## config.mk

```make
export PLATFORM = sky130hd
export DESIGN_NAME = paged_ea_unit
export DESIGN_NICKNAME = d
export VERILOG_FILES = /design/src/rtl/ea_pkg.sv /design/src/rtl/ea_direct.sv /design/src/rtl/ea_window.sv /design/src/rtl/ea_seq.sv /design/src/rtl/paged_ea_unit.sv
export SDC_FILE = /design/constraint.sdc
export NUM_CORES = 1
export LEC_CHECK = 0
export BUFFER_PORTS_ARGS = -buffer_cell sky130_fd_sc_hd__buf_2
export CAP_MARGIN = 10
export CORE_MARGIN = 5
export CORE_UTILIZATION = 50
export CTS_CLUSTER_DIAMETER = 120
export DETAILED_ROUTE_END_ITERATION = 7
export GPL_TIMING_DRIVEN = 0
export PLACE_DENSITY = 0.95
export SKIP_CTS_REPAIR_TIMING = 1
export SLEW_MARGIN = 10
export SYNTH_ARGS = -nofsm -noshare
export SYNTH_HDL_FRONTEND = slang
export SYNTH_SLANG_ARGS = --single-unit
```

## constraint.sdc

```tcl
create_clock -name clk -period 2.93 [get_ports clk]
set_input_delay 0.1465 -clock clk [delete_from_list [all_inputs] [get_ports clk]]
set_output_delay 0.1465 -clock clk [all_outputs]
set_load 0.03 [all_outputs]
```

## src/rtl/ea_pkg.sv

```systemverilog
package ea_pkg;
    typedef enum logic [2:0] {
        ST_IDLE,
        ST_FETCH,
        ST_LOAD,
        ST_STORE,
        ST_FINISH
    } ea_state_e;
endpackage

```

## src/rtl/ea_direct.sv

```systemverilog
module ea_direct #(
    parameter int AW    = 12,
    parameter int OFS_W = 7
) (
    input  logic                 page_sel,
    input  logic [OFS_W-1:0]     offset,
    input  logic [AW-OFS_W-1:0]  cur_page,
    output logic [AW-1:0]        addr
);
    localparam int PW = AW - OFS_W;

    always_comb begin
        addr = {(page_sel ? cur_page : {PW{1'b0}}), offset};
    end
endmodule

```

## src/rtl/ea_window.sv

```systemverilog
module ea_window #(
    parameter int AW = 12,
    parameter int LO = 8,
    parameter int HI = 15
) (
    input  logic [AW-1:0] addr,
    input  logic [AW-1:0] ptr,
    output logic          hit,
    output logic [AW-1:0] ptr_inc
);
    generate
        if (LO <= HI) begin : g_window
            always_comb hit = (int'(addr) >= LO) && (int'(addr) <= HI);
        end else begin : g_nowindow
            always_comb hit = 1'b0;
        end
    endgenerate

    always_comb ptr_inc = ptr + {{(AW-1){1'b0}}, 1'b1};
endmodule

```

## src/rtl/ea_seq.sv

```systemverilog
module ea_seq
    import ea_pkg::*;
(
    input  logic      clk,
    input  logic      rst,
    input  logic      start,
    input  logic      indirect,
    input  logic      auto_q,
    output ea_state_e state,
    output logic      accept,
    output logic      rd,
    output logic      wr,
    output logic      fin,
    output logic      busy
);
    ea_state_e nxt;

    always_ff @(posedge clk) begin
        if (rst) state <= ST_IDLE;
        else     state <= nxt;
    end

    always_comb begin
        nxt = state;
        unique case (state)
            ST_IDLE:   if (start) nxt = indirect ? ST_FETCH : ST_FINISH;
            ST_FETCH:  nxt = ST_LOAD;
            ST_LOAD:   nxt = auto_q ? ST_STORE : ST_FINISH;
            ST_STORE:  nxt = ST_FINISH;
            ST_FINISH: nxt = ST_IDLE;
            default:   nxt = ST_IDLE;
        endcase
    end

    always_comb begin
        accept = (state == ST_IDLE) && start;
        rd     = (state == ST_FETCH);
        wr     = (state == ST_STORE);
        fin    = (state == ST_FINISH);
        busy   = (state != ST_IDLE);
    end
endmodule

```

## src/rtl/paged_ea_unit.sv

```systemverilog
module paged_ea_unit
    import ea_pkg::*;
#(
    parameter int AW      = 12,
    parameter int OFS_W   = 7,
    parameter int AUTO_LO = 8,
    parameter int AUTO_HI = 15
) (
    input  logic                clk,
    input  logic                rst,
    input  logic                start,
    input  logic [OFS_W+1:0]    mref,
    input  logic [AW-OFS_W-1:0] cur_page,
    output logic [AW-1:0]       mem_addr,
    output logic                mem_rd,
    output logic                mem_wr,
    output logic [AW-1:0]       mem_wdata,
    input  logic [AW-1:0]       mem_rdata,
    output logic [AW-1:0]       ea,
    output logic                done,
    output logic                busy
);
    localparam int IND_BIT = OFS_W + 1;
    localparam int PSL_BIT = OFS_W;

    logic [AW-1:0] dir_addr, ptr_inc, ptr_q, ea_q;
    logic          hit, auto_q, accept, rd, wr, fin, bsy;
    ea_state_e     state;

    ea_direct #(.AW(AW), .OFS_W(OFS_W)) i_direct (
        .page_sel (mref[PSL_BIT]),
        .offset   (mref[OFS_W-1:0]),
        .cur_page (cur_page),
        .addr     (dir_addr)
    );

    ea_window #(.AW(AW), .LO(AUTO_LO), .HI(AUTO_HI)) i_window (
        .addr    (dir_addr),
        .ptr     (mem_rdata),
        .hit     (hit),
        .ptr_inc (ptr_inc)
    );

    ea_seq i_seq (
        .clk      (clk),
        .rst      (rst),
        .start    (start),
        .indirect (mref[IND_BIT]),
        .auto_q   (auto_q),
        .state    (state),
        .accept   (accept),
        .rd       (rd),
        .wr       (wr),
        .fin      (fin),
        .busy     (bsy)
    );

    always_ff @(posedge clk) begin
        if (rst) begin
            ptr_q  <= '0;
            ea_q   <= '0;
            auto_q <= 1'b0;
        end else begin
            if (accept) begin
                ptr_q  <= dir_addr;
                auto_q <= hit;
                if (!mref[IND_BIT]) ea_q <= dir_addr;
            end
            if (state == ST_LOAD) ea_q <= auto_q ? ptr_inc : mem_rdata;
        end
    end

    always_comb begin
        mem_addr  = ptr_q;
        mem_rd    = rd;
        mem_wr    = wr;
        mem_wdata = ea_q;
        ea        = ea_q;
        done      = fin;
        busy      = bsy;
    end
endmodule

```

# == Word-level counts from Yosys, hierarchy flattened ==
# Index checks and enable logic that the tools add are counted.
# totals
word_cells,28
register_bits,28
out_inout_bits,40
in_bits,29
# op_classes
n_addsub,1
n_eq_ne,6
mux,9
order_cmp,2
reduce_logical,6
# ops
operator,n
$mux 12,4
$add 12x1->12 const B,1
$ge 12x4->1 const B,1
$le 12x4->1 const B,1
$pmux 3 s4,1
$mux 3,3
$eq 3x2->1 const B,2
$mux 5,1
$eq 3x1->1 const B,1
$eq 3x3->1 const B,1
$logic_not 3->1,1
$reduce_bool 3->1,1
$logic_and 1x1->1,2
$ne 2x1->1 const B,1
$ne 2x2->1 const B,1
$reduce_and 2->1,1
$reduce_bool 2->1,1

# == Logic depth before layout (Yosys ltp) ==
# Gate-level depths: netlist (run 1).
# depth
depth_word,4
depth_mapped,6

# == Modules after synthesis ==
# From an unflattened synthesis (run 1), not the netlist that was laid out.
# hier_totals
hier_cells,187
hier_area_um2,1762.9
# by_module_without_submodules
mod,cells_per_inst,instances,area_per_inst_um2
paged_ea_unit,124,1,1275.0
ea_window,29,1,207.7
ea_seq,22,1,196.4
ea_direct,12,1,83.8

# == Worst setup path before layout (run 1) ==
# No wires, ideal clock.
# synth_path
kind,register -> register
from,register i_seq.state[0]
to,register ea_q[8] (netlist: ea[8])
setup_time_ns,0.132
path_stages_with_launch,6
required_time_ns,2.798
period_less_slack_ns,1.521
arrival_ns,1.389
setup_slack_ns,1.409
n_path_buf,1
cell_sequence,dfxtp_1 -> or4b_1 -> buf_2 -> o21a_1 -> a311oi_2 -> a211oi_2
# synth_between
elab_chain_len,4
# synth_rtl
item,line_no,rtl
from (decl),ea_seq.sv:9,"output ea_state_e state,"
from (signal assigned),ea_seq.sv:20,else state <= nxt;
$logic_not 3->1,ea_seq.sv:36,accept = (state == ST_IDLE) && start;
$logic_and 1x1->1,ea_seq.sv:36,
$reduce_bool 2->1 (no line),--,
$reduce_and 2->1 (no line),--,
to (signal assigned),paged_ea_unit.sv:67,if (!mref[IND_BIT]) ea_q <= dir_addr;
to (signal assigned),paged_ea_unit.sv:69,if (state == ST_LOAD) ea_q <= auto_q ? ptr_inc : mem_rdata;
to (decl),paged_ea_unit.sv:26,"logic [AW-1:0] dir_addr, ptr_inc, ptr_q, ea_q;"
# Several ways; a longest one is shown, not always the timed one.
# A chain may end at the register's enable or synchronous reset.

# == Final worst setup path (run 1) ==
# layout_path
from,register i_seq.state[1]
to,output done
# layout_between
elab_chain_len,1
# layout_rtl
item,line_no,rtl
$eq 3x3->1,ea_seq.sv:39,fin = (state == ST_FINISH);
to (decl),paged_ea_unit.sv:20,"output logic done,"
# Every way passes these cells.

==> summary.txt, run 1 <==
Status
  – Status: finished, final reports clean

Clocking
  – Worst-Skew Late Latency: 0.34 ns
  – Htree depth: 1
  – CTS sink count: 28
  – Root buf cell: clkbuf_4
  – Total clock buffers created by CTS: 3
  – Clock tree buffer depth: 2
  – CTS tree: yes
  – Worst-path clk slew: 0.16 ns

Drt
  – First-pass DRT Iterations: 4
  – Vias/cell: 5.404
  – Post-route ant nets: 0
  – Vias: 1686
  – Total Wirelength: 4289 µm
  – Wire length per cell: 13.75 µm
  – Initial DRC Count: 107
  – Detailed-route DRC error count: 0

STA
  – Max Freq: 566.6 MHz
  – Worst slew pin tran: 0.5659 ns
  – Hold slack: 0.02214 ns
  – Setup_tns: 0 ns
  – Final cycle utilization of the critical path: 60.24%
  – RSZ-0062 raised after global routing: false
  – Final setup violation count: 0
  – Hold Vio Cnt, Final: 0
  – Slew margin rel.: 62.11%
  – Fin Clk Skew: 0.004446 ns
  – Tmin final: 1.765 ns
  – Final slew viol count: 0

Critical path
  – WP data required: 2.78 ns
  – Critical path class: flop to output pin
  – FF-to-FF setup slack: 1.16 ns
  – R2R depth: 6
  – Worst Setup Start Kind: flop
  – CP endpoint kind: output pin
  – Reg-to-Reg Start: i_seq.state[0]$_SDFFE_PP0P_
  – Reg-to-Reg End: ea[1]$_SDFFE_PP0P_
  – Critical path data arrival time: 1.62 ns
  – Critical-path maximum fanout: 10

Floorplanning
  – Initial core utilization: 51.32%
  – Die width: 65.75 µm
  – Row count: 20
  – Core area: 0.003028 mm²
  – Die Ht: 65.75 µm
  – # IOs: 69
  – Total Die Area: 0.004323 mm²

Placement
  – Number of I/O port buffers: 68
  – Routability cong.: 0.8305
  – Post-Place Cells: 307
  – Dpl hpwl: 3309 µm

Cells and area
  – Sequential cell area: 560.5 µm²
  – Layout area overhead: 29.47%
  – Commonest non-fill, non-tap cell in the layout: buf_2
  – Post-layout util: 66.45%
  – N_diodes: 0
  – Most frequent cells in the layout: 74 x buf_2, 32 x nand2_1, 28 x a21oi_1, 28 x dfxtp_1, 12 x buf_4
  – Number of fill cells: 269
  – Nets: 299
  – Area occupied by multi-input gates: 835.8 µm²
  – Share of layout cells above drive strength 1: 35.45%
  – Layout Cells excl Fill: 312

GRT
  – Largest net degree at the start of global routing: 17
  – Total GRT Usage: 20.74%
  – First-pass GRT wire length: 7100 µm
  – Vias in the first global route: 1631
  – Initial antenna violation count: 0
  – Congestion Overflow GR: 0

Yosys
  – Largest family of logic cells by synthesized area: simple AND/OR/NAND/NOR gates
  – Post-synthesis mux area share: 1.288%
  – Register bit count reported by yosys: 28
  – Synth Area per Inst: 7.969 µm²
  – Area leader, netlist: dfxtp_1
  – Synth Flop Type: dfxtp_1
  – Adder-Cell Fraction of Synth Area: 0.8052%
  – Asr flop ratio synth: 0%
  – Number of synthesized flops with an enable pin: 0
  – Synth Warn #: 0
  – Cells after Synth: 195
  – Register area share after synthesis: 36.07%
  – Synth Area in Simple Gates: 26.33%
  – Top cells by area, synth: dfxtp_1 36%, a21oi_1 9.0%, nand2_1 7.7%
  – Compound-Gate Fraction of Synth Area: 21.42%
  – Mapped cell area: 0.001554 mm²
  – Post-Synth XOR/XNOR Area: 3.945%
  – Yosys cell types: 41
  – Syn Nets: 225
  – Post-synth top area share: 36.07%

Power and ir drop
  – Tot Pwr: 0.9193 mW
  – Leak: 0.9056 nW
  – Power per standard cell area: 456.9 mW/mm²
  – Peak supply drop: 0.0002094 V

Min path
  – Min-delay worst type: input pin to flop
  – Hold_sp: rst
  – Hold path endpoint: ea[7]$_SDFFE_PP0P_
  – Hold path cells: 2

Job
  – MaxCap Viol Count: 0
[final cells by class]
class,instances,share of cell area (%)
buffer,26,7.463
clock buffer,3,1.119
clock inverter,1,1.493
inverter,2,0.3731
multi-input combinational,139,41.54
sequential,28,27.86
tap,44,2.736
timing repair buffer,69,17.41
[sequential cells by signal, indices dropped and copies added, names as in the netlist]
signal	cells
ea	12
mem_addr	12
i_seq.state	3
auto_q	1
[cell usage after synthesis, types with 3 or more instances]
master    instances
nor2_1            5
a22oi_1           3
o211ai_1          3
o21ai_1           3
nor3_1            5
nor4_1            5
nor2b_1           3
nand3_1          10
o21a_1            3
nand2_1          32
buf_4            12
dfxtp_1          28
nand4_1           3
clkbuf_1          8
o21ai_0           3
xnor2_1           5
a21oi_1          28
buf_2             6
[power breakdown]
part	leakage [nW]	total (mW)	internal, mW	switching, mW
registers	0.229	0.415	0.402	0.0130
logic	0.649	0.243	0.0858	0.157
clock network	0.0279	0.262	0.139	0.123
total	0.906	0.919	0.626	0.293
[worst max path at each step]
stage / start / end / slack (ns) / depth (start not counted)
after CTS: i_seq.state[1]$_SDFFE_PP0P_ / done / 1.18 / 4
final: i_seq.state[1]$_SDFFE_PP0P_ / done / 1.16 / 4
after floorplan: i_seq.state[0]$_SDFFE_PP0P_ / ea[8]$_SDFFE_PP0P_ / 1.41 / 5
after global routing: i_seq.state[1]$_SDFFE_PP0P_ / done / 1.04 / 4
after detailed placement: i_seq.state[0]$_SDFFE_PP0P_ / ea[1]$_SDFFE_PP0P_ / 1.20 / 6
after global placement: i_seq.state[2]$_SDFFE_PP0P_ / ea[1]$_SDFFE_PP0P_ / 1.26 / 6
[logic make-up (layout without fill, tap and decap cells)]
group                      count (synthesis)  in the layout
and+or+nand+nor                           76             76
AOI/OAI and AO/OA                         53             53
DFF                                       28             28
xor gates and xnor gates                   7              7
buffers and inverters                     28            101
muxes                                      2              2
adders and majority gates                  1              1
[stage by stage]
step                      worst slack (ns)  area [µm²]
final                                1.165        2012
after floorplan                      1.409        1554
after global placement               1.258        1949
after detailed placement             1.198        1949
after global routing                 1.042        2012
after CTS                            1.183        2002
[critical path, stage by stage (launching register included)]
cell and delay (ns):
dfxtp_1 0.47, clkbuf_1 0.36, nor2_1 0.11, and2_1 0.17, buf_2 0.17
[metal layers]
metal,vias up,track usage [%],share of wire (%)
li1,833,-,-
met1,774,25.86,42
met2,77,35.92,48
met3,2,5.128,9.9
met4,0,4.145,0.49
met5,-,0,0
Note: power is estimated with default switching activity, not from simulation.
==> inputs of run 2 (changes only) <==
--- a/config.mk
+++ b/config.mk
@@ -5,14 +5,15 @@
 export SDC_FILE = /design/constraint.sdc
 export NUM_CORES = 1
 export LEC_CHECK = 0
+export ABC_AREA = 1
 export BUFFER_PORTS_ARGS = -buffer_cell sky130_fd_sc_hd__buf_2
 export CAP_MARGIN = 10
 export CORE_MARGIN = 5
-export CORE_UTILIZATION = 50
+export CORE_UTILIZATION = 43
 export CTS_CLUSTER_DIAMETER = 120
 export DETAILED_ROUTE_END_ITERATION = 7
 export GPL_TIMING_DRIVEN = 0
-export PLACE_DENSITY = 0.95
+export PLACE_DENSITY = 0.88
 export SKIP_CTS_REPAIR_TIMING = 1
 export SLEW_MARGIN = 10
 export SYNTH_ARGS = -nofsm -noshare
==> constraint.sdc (replaced) <==
create_clock -name clk -period 1.6 [get_ports clk]
set_input_delay 0.08 -clock clk [delete_from_list [all_inputs] [get_ports clk]]
set_output_delay 0.08 -clock clk [all_outputs]
set_load 0.03 [all_outputs]
==> run 2 against run 1 <==
Against the previous run: die area is 20% higher; sequential cell count stayed put; clock skew hardly changed; final cell count is 14% higher; worst hold slack better by 0.0055 ns; sequential power is 92% higher; combinational power grew to 2.5 times the previous value; register-to-register slack worse by 0.92 ns; utilization is 8.8 points lower; design area is 5.7% higher; wire length is 6.5% higher; largest cell class unchanged; highest routed layer unchanged.
==> summary.txt, run 2 <==
STA
  – Worst slew pin tran: 0.5678 ns (+0.001932 ns)
  – Hold Vio Cnt, Final: 0 (unchanged)
  – Fin Clk Skew: 0.004370 ns (-0.00007617 ns)
  – Final slew viol count: 0 (unchanged)
  – RSZ-0062 raised after global routing: false
  – Final cycle utilization of the critical path: 84.51%
  – Max Freq: 739.6 MHz
  – Tmin final: 1.352 ns
  – Setup_tns: 0 ns (unchanged)
  – Final setup violation count: 0 (unchanged)
  – Slew margin rel.: 62.15% (about the same)

Clocking
  – Root buf cell: clkbuf_8
  – CTS sink count: 28 (unchanged)
  – Worst-path clk slew: 0.10 ns (-0.06 ns)
  – Total clock buffers created by CTS: 3 (unchanged)
  – Clock tree buffer depth: 2 (unchanged)
  – Worst-Skew Late Latency: 0.28 ns (-0.06 ns)
  – CTS tree: yes
  – Htree depth: 1 (unchanged)

Cells and area
  – Number of fill cells: 363 (+35%)
  – Sequential cell area: 560.5 µm² (unchanged)
  – Post-layout util: 57.63% (-8.8 points)
  – Area occupied by multi-input gates: 869.6 µm² (+4.0%)
  – Share of layout cells above drive strength 1: 36.81% (+1.4 points)
  – Layout area overhead: 28.52%
  – Commonest non-fill, non-tap cell in the layout: buf_2
  – Most frequent cells in the layout: 68 x buf_2, 47 x nand2_1, 28 x dfxtp_1
  – N_diodes: 0 (unchanged)
  – Nets: 338 (+13%)

Critical path
  – Reg-to-Reg Start: auto_q$_SDFFE_PP0P_
  – Critical path class: flop to flop
  – CP endpoint kind: flop
  – Critical-path maximum fanout: 10 (unchanged)
  – WP buf/inv: 2 (unchanged)
  – Most frequent CP cell: nand2_1
  – Crit path from: auto_q$_SDFFE_PP0P_
  – Slowest-stage cell, CP: dfxtp_1
  – FF-to-FF setup slack: 0.25 ns (-0.92 ns)
  – Worst path max stage delay: 0.32 ns (-0.15 ns)
  – Crit path max-delay family: simple AND/OR/NAND/NOR gates
  – Sequence of cells on the critical path: buf_4, inv_1, nor2_2, nand2_1, nand2_1, nand2_1, o21ai_1, a21oi_2
  – Critical path data arrival time: 1.53 ns (-0.09 ns)
  – Worst Setup Start Kind: flop
  – WP data required: 1.78 ns (-1.00 ns)

Floorplanning
  – Row count: 22 (+10%)
  – # IOs: 69 (unchanged)
  – Die Ht: 72.02 µm (+9.5%)
  – Total Die Area: 0.005187 mm² (+20%)
  – Core area: 0.003689 mm² (+22%)
  – Initial core utilization: 44.84% (-6.5 points)
  – Die width: 72.02 µm (+9.5%)

Drt
  – Wire length per cell: 12.87 µm (-6.4%)
  – Vias: 1812 (+7.5%)
  – Total Wirelength: 4568 µm (+6.5%)
  – Vias/cell: 5.104 (-5.5%)
  – Detailed-route DRC error count: 0 (unchanged)
  – First-pass DRT Iterations: 4 (unchanged)
  – Post-route ant nets: 0 (unchanged)
  – Initial DRC Count: 100 (-6.5%)

GRT
  – Initial antenna violation count: 0 (unchanged)
  – Vias in the first global route: 1630 (-0.061%)
  – Total GRT Usage: 17.47% (-3.3 points)
  – Congestion Overflow GR: 0 (unchanged)
  – Largest net degree at the start of global routing: 17 (unchanged)
  – First-pass GRT wire length: 7258 µm (+2.2%)

Power and ir drop
  – Tot Pwr: 1.981 mW (+120%)
  – Switch Pwr: 0.6859 mW (+130%)
  – Leak: 1.075 nW (+19%)
  – Logic pwr share: 31.0% (+4.6 points)
  – Part of the power in registers: 40.1% (-5.1 points)
  – Power per standard cell area: 931.8 mW/mm² (+100%)
  – Switching share of power: 34.62% (+2.8 points)
  – Internal power: 1.295 mW (+110%)
  – Clock power frac: 28.8% (+0.3 points)
  – Peak supply drop: 0.0004562 V (+120%)

Yosys
  – Synth Flop Type: dfxtp_1
  – Commonest cells in the netlist: 47 x nand2_1, 28 x dfxtp_1, 25 x nor2_1
  – Area leader, netlist: dfxtp_1
  – Mapped cell area: 0.001654 mm² (+6.4%)
  – Number of synthesized flops with an enable pin: 0 (unchanged)
  – Register bit count reported by yosys: 28 (unchanged)
  – Synth Area per Inst: 7.039 µm² (-12%)
  – Register area share after synthesis: 33.89% (-2.2 points)
  – Post-synth top area share: 33.89% (-2.2 points)
  – Syn Nets: 265 (+18%)
  – Asr flop ratio synth: 0% (unchanged)
  – Count leader, synth: nand2_1
  – Synth Warn #: 0 (unchanged)
  – Cells after Synth: 235 (+21%)
  – Yosys cell types: 29 (-29%)
  – Top cells by area, synth: dfxtp_1 34%, nand2_1 11%, buf_4 6.4%

Placement
  – Routability cong.: 0.8837 (+6.4%)
  – Number of I/O port buffers: 68 (unchanged)
  – Dpl hpwl: 3594 µm (+8.6%)

Min path
  – Min-delay worst type: input pin to flop
  – Hold_sp: rst

Job
  – MaxCap Viol Count: 0 (unchanged)

Status
  – Status: finished, final reports clean
[run 2: cell count changes after synthesis, sizes merged, moves of 5 or more]
cell    change
nand3       +7
clkbuf      -6
nand2      +26
nor2       +22
inv        +19
xnor2       -5
o21ai      +20
nor4        -5
[run 2: kinds of logic after synthesis]
logic type | count (synthesis) | synth area share [%]
DFF | 28 | 33.89
AOI/OAI and AO/OA | 54 | 18.38
and+or+nand+nor | 113 | 33.43
buffers and inverters | 39 | 13.54
adders and majority gates | 1 | 0.7563
[run 2: final timing paths]
| kind | end | cells after the start |
|---|---|---|
| worst min register to register | mem_addr[10]$_SDFFE_PP0P_ | 2 |
| worst max-delay path | ea[5]$_SDFFE_PP0P_ | 8 |
| worst min-delay path | ea[5]$_SDFFE_PP0P_ | 2 |
| worst max register to register | ea[5]$_SDFFE_PP0P_ | 8 |
[run 2: power groups by stage]
stage          registers (mW)  logic, mW  clock network (mW)
2_1_floorplan           0.913      0.324                   0
3_3_place_gp            0.809      0.603                   0
3_5_place_dp            0.811      0.612                   0
4_1_cts                 0.796      0.616               0.568
5_1_grt                 0.804      0.667               0.595
6_report                0.795      0.614               0.571
[run 2: layout make-up]
cell class | count | share of cell area (%)
Inverter | 21 | 4.179
Clock buffer | 3 | 1.942
Tap cell | 48 | 2.825
Buffer | 18 | 6.357
Clock inverter | 1 | 1.413
Timing Repair Buffer | 68 | 16.01
Multi-Input combinational cell | 168 | 40.91
Sequential cell | 28 | 26.37
[run 2: metrics by stage]
stage	setup WS (ns)	hold WS, ns	area (µm²)	cells
after floorplan	0.3748	0.1424	1654	235
after global placement	0.3542	0.3212	2054	351
after detailed placement	0.3216	0.3275	2054	351
after CTS	0.2725	0.03023	2126	355
after global routing	0.1408	0.03869	2126	355
final	0.2479	0.02765	2126	355
[run 2: routing by layer]
layer,wire length (µm),GRT usage [%]
met5,0,0
met4,114,6.263
met3,460,4.017
met2,2069,29.18
met1,1922,21.99
